===== src/rtl/gpb_pkg.sv =====
package gpb_pkg;
  localparam int NUM_CFG  = 7;
  localparam int CFG_DATA = 0;
  localparam int CFG_MASK = 1;
  localparam int CFG_PULL = 2;
  localparam int CFG_FUNC = 3;
  localparam int CFG_SEL  = 4;
  localparam int CFG_DIR  = 5;
  localparam int CFG_TRIG = 6;
  localparam logic [3:0] IDX_FLAG = 4'd8;
  localparam logic [1:0] OP_SET = 2'd1;
  localparam logic [1:0] OP_CLR = 2'd2;

  typedef struct packed {
    logic [NUM_CFG-1:0] setReg;
    logic [NUM_CFG-1:0] clrReg;
    logic               flagClr;
  } gpbStrobe_t;
endpackage


===== src/rtl/gpb_ctrl.sv =====
module gpb_ctrl
  import gpb_pkg::*;
(
  input  logic       busWr,
  input  logic [7:0] busAddr,
  output gpbStrobe_t stb,
  output logic [3:0] rdIdx
);
  logic [3:0] idx;
  logic [1:0] op;
  logic       wrOk;

  assign idx   = busAddr[7:4];
  assign op    = busAddr[3:2];
  assign wrOk  = busWr && (busAddr[1:0] == 2'b00);
  assign rdIdx = idx;

  genvar r;
  generate
    for (r = 0; r < NUM_CFG; r++) begin : g_dec
      assign stb.setReg[r] = wrOk && (idx == 4'(r + 1)) && (op == OP_SET);
      assign stb.clrReg[r] = wrOk && (idx == 4'(r + 1)) && (op == OP_CLR);
    end
  endgenerate

  assign stb.flagClr = wrOk && (idx == IDX_FLAG) && (op == OP_SET);
endmodule


===== src/rtl/gpb_dp.sv =====
module gpb_dp
  import gpb_pkg::*;
#(
  parameter int PINS = 32
) (
  input  logic            clk,
  input  logic            rstN,
  input  gpbStrobe_t      stb,
  input  logic [PINS-1:0] wdata,
  input  logic [3:0]      rdIdx,
  input  logic [PINS-1:0] padIn,
  output logic [PINS-1:0] rdata,
  output logic [PINS-1:0] padOut,
  output logic [PINS-1:0] padOutEn,
  output logic [PINS-1:0] pullUpEn,
  output logic [PINS-1:0] altFn1,
  output logic [PINS-1:0] altFn2,
  output logic [PINS-1:0] altFn3,
  output logic            bankIrq
);
  logic [PINS-1:0] cfgQ [NUM_CFG];
  logic [PINS-1:0] syncA, syncB, syncPrev;
  logic [PINS-1:0] flagQ, hit;

  // configuration registers: set alias ORs, clear alias knocks out ones
  genvar r;
  generate
    for (r = 0; r < NUM_CFG; r++) begin : g_cfg
      always_ff @(posedge clk or negedge rstN) begin
        if (!rstN)
          cfgQ[r] <= (r == CFG_MASK) ? {PINS{1'b1}} : {PINS{1'b0}};
        else if (stb.setReg[r])
          cfgQ[r] <= cfgQ[r] | wdata;
        else if (stb.clrReg[r])
          cfgQ[r] <= cfgQ[r] & ~wdata;
      end
    end
  endgenerate

  // two-stage pad synchroniser plus one sample of history for edges
  always_ff @(posedge clk or negedge rstN) begin
    if (!rstN) begin
      syncA    <= '0;
      syncB    <= '0;
      syncPrev <= '0;
    end else begin
      syncA    <= padIn;
      syncB    <= syncA;
      syncPrev <= syncB;
    end
  end

  // per-pin mode decode and detection
  genvar p;
  generate
    for (p = 0; p < PINS; p++) begin : g_pin
      logic fn, sel, dir, trig, isIrq, rise, fall, lvl;
      assign fn    = cfgQ[CFG_FUNC][p];
      assign sel   = cfgQ[CFG_SEL][p];
      assign dir   = cfgQ[CFG_DIR][p];
      assign trig  = cfgQ[CFG_TRIG][p];
      assign isIrq = !fn && sel;
      assign rise  = syncB[p] && !syncPrev[p];
      assign fall  = !syncB[p] && syncPrev[p];
      assign lvl   = (syncB[p] == dir);
      assign hit[p] = isIrq && (trig ? (dir ? rise : fall) : lvl);

      assign padOutEn[p] = !fn && !sel && dir;
      assign altFn1[p]   = fn && !sel;
      assign altFn2[p]   = fn && sel && !trig;
      assign altFn3[p]   = fn && sel && trig;
    end
  endgenerate

  always_ff @(posedge clk or negedge rstN) begin
    if (!rstN)
      flagQ <= '0;
    else
      flagQ <= (flagQ & ~(stb.flagClr ? wdata : {PINS{1'b0}})) | hit;
  end

  assign padOut   = cfgQ[CFG_DATA];
  assign pullUpEn = ~cfgQ[CFG_PULL];
  assign bankIrq  = |(flagQ & ~cfgQ[CFG_MASK]);

  always_comb begin
    rdata = '0;
    if (rdIdx == 4'd0) rdata = syncB;
    if (rdIdx == IDX_FLAG) rdata = flagQ;
    for (int k = 0; k < NUM_CFG; k++)
      if (rdIdx == 4'(k + 1)) rdata = cfgQ[k];
  end
endmodule


===== src/rtl/gpio_irq_bank.sv =====
module gpio_irq_bank
  import gpb_pkg::*;
#(
  parameter int PINS = 32
) (
  input  logic            clk,
  input  logic            rstN,
  input  logic            busWr,
  input  logic [7:0]      busAddr,
  input  logic [PINS-1:0] busWdata,
  output logic [PINS-1:0] busRdata,
  input  logic [PINS-1:0] padIn,
  output logic [PINS-1:0] padOut,
  output logic [PINS-1:0] padOutEn,
  output logic [PINS-1:0] pullUpEn,
  output logic [PINS-1:0] altFn1,
  output logic [PINS-1:0] altFn2,
  output logic [PINS-1:0] altFn3,
  output logic            bankIrq
);
  gpbStrobe_t stb;
  logic [3:0] rdIdx;

  gpb_ctrl ctrl_i (
    .busWr   (busWr),
    .busAddr (busAddr),
    .stb     (stb),
    .rdIdx   (rdIdx)
  );

  gpb_dp #(.PINS(PINS)) dp_i (
    .clk      (clk),
    .rstN     (rstN),
    .stb      (stb),
    .wdata    (busWdata),
    .rdIdx    (rdIdx),
    .padIn    (padIn),
    .rdata    (busRdata),
    .padOut   (padOut),
    .padOutEn (padOutEn),
    .pullUpEn (pullUpEn),
    .altFn1   (altFn1),
    .altFn2   (altFn2),
    .altFn3   (altFn3),
    .bankIrq  (bankIrq)
  );
endmodule


===== config.mk =====
export PLATFORM = sky130hd
export DESIGN_NAME = gpio_irq_bank
export DESIGN_NICKNAME = d
export VERILOG_FILES = /design/src/rtl/gpb_pkg.sv /design/src/rtl/gpb_ctrl.sv /design/src/rtl/gpb_dp.sv /design/src/rtl/gpio_irq_bank.sv
export SDC_FILE = /design/constraint.sdc
export NUM_CORES = 1
export LEC_CHECK = 0
export ABC_AREA = 1
export BUFFER_PORTS_ARGS = -buffer_cell sky130_fd_sc_hd__buf_2
export CORE_MARGIN = 5
export CORE_UTILIZATION = 50
export DETAILED_ROUTE_END_ITERATION = 8
export PLACE_DENSITY = 0.72
export SLEW_MARGIN = 30
export SYNTH_ARGS = -nofsm -noshare
export SYNTH_HDL_FRONTEND = slang
export SYNTH_HIERARCHICAL = 1
export SYNTH_SLANG_ARGS = --single-unit

===== constraint.sdc =====
create_clock -name clk -period 1.93 [get_ports clk]
set_input_delay 0.193 -clock clk [delete_from_list [all_inputs] [get_ports clk]]
set_output_delay 0.193 -clock clk [all_outputs]
set_load 0.005 [all_outputs]

==> run_summary.xml <==
<?xml version="1.0" encoding="UTF-8"?>
<metrics>
  <group name="grt">
    <metric name="first_pass_grt_wire_length" unit="mm">96.0</metric>
    <metric name="grt_overflow_total" unit="">0</metric>
    <metric name="initial_antenna_violation_count" unit="">1</metric>
    <metric name="grt_util_all_layers" unit="%">31.5</metric>
    <metric name="via_count_of_the_first_global_routing_pass" unit="">16971</metric>
    <metric name="grt_max_degree" unit="">62</metric>
  </group>
  <group name="setup_path">
    <metric name="critical_path_peak_fanout" unit="">2</metric>
    <metric name="timing.critical_path.from_type" unit="">register</metric>
    <metric name="critical_path.cell_chain" unit="">inv_2, nand2_2, o211ai_1, a21oi_2, nand2_2, nor2_4, nand2_2, buf_6</metric>
    <metric name="crit_path_frequent_cell" unit="">nand2_2</metric>
    <metric name="critPathKind" unit="">register to primary output</metric>
    <metric name="critPathMaxStageDelay" unit="ns">0.54</metric>
    <metric name="worstPathBufferInverterCount" unit="">2</metric>
    <metric name="ff2ff_path_depth" unit="">5</metric>
    <metric name="worstSetupEndpointType" unit="">primary output</metric>
    <metric name="regToRegEndpoint" unit="">dp_i/flagQ[1]</metric>
    <metric name="cp_data_arrival_time" unit="ns">1.93</metric>
    <metric name="crit_family" unit="">flip-flops</metric>
    <metric name="crit_path_top_delay_cell" unit="">dfstp_2</metric>
    <metric name="ff2ff_setup_slack" unit="ns">0.84</metric>
    <metric name="worst-endpoint-required" unit="ns">1.74</metric>
  </group>
  <group name="yosys">
    <metric name="leading_cell_types_by_total_area_after_synthesis" unit="">dfrtp_1 (46%), nand2_1 (17%), o21ai_0 (7.5%)</metric>
    <metric name="post_synth_design_cell_area" unit="um2">17400</metric>
    <metric name="synth.net_count" unit="">2425</metric>
    <metric name="netlist_instances" unit="">2350</metric>
    <metric name="netlist.area_leader.share" unit="%">46.1</metric>
    <metric name="yosys_warnings" unit="">6</metric>
    <metric name="synthesized_area_per_cell" unit="um2">7.40</metric>
    <metric name="synth_sequential_area_ratio" unit="%">50.9</metric>
    <metric name="synthDominantAreaCellType" unit="">dfrtp_1</metric>
    <metric name="ys_ff_latch" unit="">352</metric>
    <metric name="ys_types" unit="">22</metric>
  </group>
  <group name="cts">
    <metric name="clkTransAtPathRegs" unit="ns">0.06</metric>
    <metric name="tritoncts" unit="">built</metric>
    <metric name="clockRootBuffer" unit="">clkbuf_16</metric>
    <metric name="ctsHtreeMaxLevel" unit="">2</metric>
    <metric name="clock_tree.buffer_depth" unit="">3</metric>
    <metric name="cts.sink_count" unit="">352</metric>
    <metric name="clock_insertion_delay_at_the_later_pin_of_the_skew_report" unit="ns">0.53</metric>
    <metric name="cts-buffers-inserted" unit="">40</metric>
  </group>
  <group name="finish">
    <metric name="multi_input_area" unit="um2">7120</metric>
    <metric name="synthToLayoutAreaGrowth" unit="%">25.6</metric>
    <metric name="layout.area.seq" unit="um2">8850</metric>
    <metric name="nNetsFinal" unit="">2755</metric>
    <metric name="post_layout_nonfiller_instances" unit="">3165</metric>
    <metric name="drive_above_1_share" unit="%">19.2</metric>
    <metric name="most_common_library_cell_in_the_layout_ignoring_fill_and_taps" unit="">nand2_1</metric>
    <metric name="fillerInstances" unit="">2978</metric>
    <metric name="final_cell_mix" unit="">nand2_1 (758), dfrtp_1 (319), buf_2 (297)</metric>
  </group>
  <group name="pwr">
    <metric name="power_leakage" unit="uW">0.0112</metric>
    <metric name="power-per-cell-area" unit="nW/um2">784</metric>
    <metric name="irDropWorstVdd" unit="mV">0.683</metric>
  </group>
  <group name="sta">
    <metric name="final_max_slew_viol_count" unit="">0</metric>
    <metric name="setup_viol_count_final" unit="">1</metric>
    <metric name="finalCriticalPeriod" unit="ns">2.12</metric>
    <metric name="headroom_to_the_max_slew_limit" unit="%">34.1</metric>
    <metric name="final_critical_path_setup_slack" unit="ns">-0.191</metric>
    <metric name="fin_skew" unit="ns">0.0139</metric>
    <metric name="sum_neg_setup_slack" unit="ns">-0.191</metric>
    <metric name="holdWs" unit="ns">0.238</metric>
    <metric name="achievable-frequency" unit="MHz">472</metric>
    <metric name="timing_worst_slew_pin_value" unit="ns">0.987</metric>
    <metric name="unrepaired_setup_endpoints_after_global_routing" unit="">yes</metric>
    <metric name="timing_hold_violations_final" unit="">0</metric>
    <metric name="post-route-period-util" unit="%">110</metric>
  </group>
  <group name="floorplan">
    <metric name="pin_count" unit="">300</metric>
    <metric name="core_area" unit="um2">34500</metric>
    <metric name="row_count" unit="">68</metric>
    <metric name="initial_standard_cell_utilization_of_the_core" unit="%">50.4</metric>
    <metric name="floorplan_die_width" unit="um">196</metric>
    <metric name="dieHeight" unit="um">196</metric>
    <metric name="fp.dieArea" unit="um2">38600</metric>
  </group>
  <group name="routing">
    <metric name="finalWirelength" unit="mm">62.1</metric>
    <metric name="drcViolationCount" unit="">0</metric>
    <metric name="violation_count_after_the_first_detailed_route_iteration" unit="">1524</metric>
    <metric name="dr.pass1.iters" unit="">6</metric>
    <metric name="routedWlPerCell" unit="um">19.6</metric>
    <metric name="drt-vias-per-instance" unit="">5.51</metric>
    <metric name="ant_nets" unit="">0</metric>
    <metric name="num_vias" unit="">17444</metric>
  </group>
  <group name="run_status">
    <metric name="failed_checks" unit="">negative setup slack</metric>
    <metric name="status" unit="">complete, but fails checks</metric>
  </group>
  <group name="placement">
    <metric name="gpl.final_weighted_congestion" unit="">0.914</metric>
    <metric name="hpwlAfterDp" unit="mm">41.0</metric>
    <metric name="place.detailed.instances" unit="">3019</metric>
    <metric name="buffer_ports.inserted" unit="">299</metric>
  </group>
  <group name="flow_run">
    <metric name="max_cap_violations" unit="">0</metric>
  </group>
  <group name="hold_path">
    <metric name="class_of_the_tightest_hold_or_removal_check" unit="">input port to asynchronous set/reset pin</metric>
  </group>
</metrics>
-- cells by family (layout without fill, tap and decap cells) --
group                  count (synthesis)  in the layout  share of synthesized area (%)
AOI/OAI and AO/OA                    305            305                           9.36
and+or+nand+nor                     1295           1295                           30.2
buffers and inverters                398            757                           9.49
DFF                                  352            352                           50.9
other                                  0              1                              0
-- synth_stat cells --
| master | n |
|---|---|
| nor3_1 | 69 |
| dfrtp_1 | 320 |
| nand4_1 | 33 |
| a21oi_1 | 3 |
| o22ai_1 | 5 |
| o211ai_1 | 1 |
| o2111ai_1 | 2 |
| nor3_2 | 1 |
| inv_2 | 1 |
| clkbuf_1 | 98 |
| o31ai_1 | 32 |
| nand3_1 | 164 |
| inv_1 | 244 |
| nor2_4 | 2 |
| nand2_1 | 770 |
| o21ai_0 | 261 |
| buf_2 | 11 |
| buf_4 | 38 |
| dfstp_2 | 32 |
| a221oi_1 | 1 |
| buf_1 | 6 |
| nor2_1 | 256 |
-- power by group --
group	switching, uW	internal (uW)
registers	352	7770
clock network	2980	4380
logic	1030	613
total	4360	12800
-- timing repair --
action,4_1_cts,5_1_grt
setup buffers,3,6
endpoints found under the setup margin,3,12
pin swaps,4,20
endpoints found under the hold margin,300,0
resized for setup,9,27
hold buffers,65,0
-- metal layers --
metal	up-vias	wire [um]	track usage [%]
met1	8298	24700	42.2
met3	181	5580	5.52
li1	8063	-	-
met2	902	29200	51.2
met5	-	0	0
met4	0	2630	12.9
-- worst reg2reg max path: cells and delay by family (launching register included) --
family / cells / cell delay (ns)
and+or+nand+nor: 3 / 0.29
DFF: 1 / 0.42
AOI/OAI and AO/OA: 1 / 0.21
buffers and inverters: 1 / 0.10
-- metrics by stage --
step	setup slack [ns]	power (uW)	area, um2	util, %
floorplan	0.457	8910	17400	-
global placement	-0.0753	9660	19600	56.8
detailed placement	-0.0622	9730	19700	57.3
CTS	-0.263	17200	21700	63.0
global route	-0.244	17800	21800	63.3
finish	-0.191	17100	21800	63.3
-- layout make-up --
cell class	count	share of cell area [%]
antenna	1	0.0115
clock buffer	61	5.46
clock inverter	10	0.355
inverter	245	4.21
multi-input combinational	1600	32.6
sequential	352	40.5
tap	455	2.61
timing repair buffer	441	14.2
-- worst max-delay path by stage --
stage,end,slack [ns],cells past startpoint
floorplan,busRdata[14],0.46,10
global placement,register,-0.08,9
detailed placement,register,-0.06,9
CTS,bankIrq,-0.26,8
global route,bankIrq,-0.24,8
finish,bankIrq,-0.19,8
Note: power is estimated with default switching activity, not from simulation.
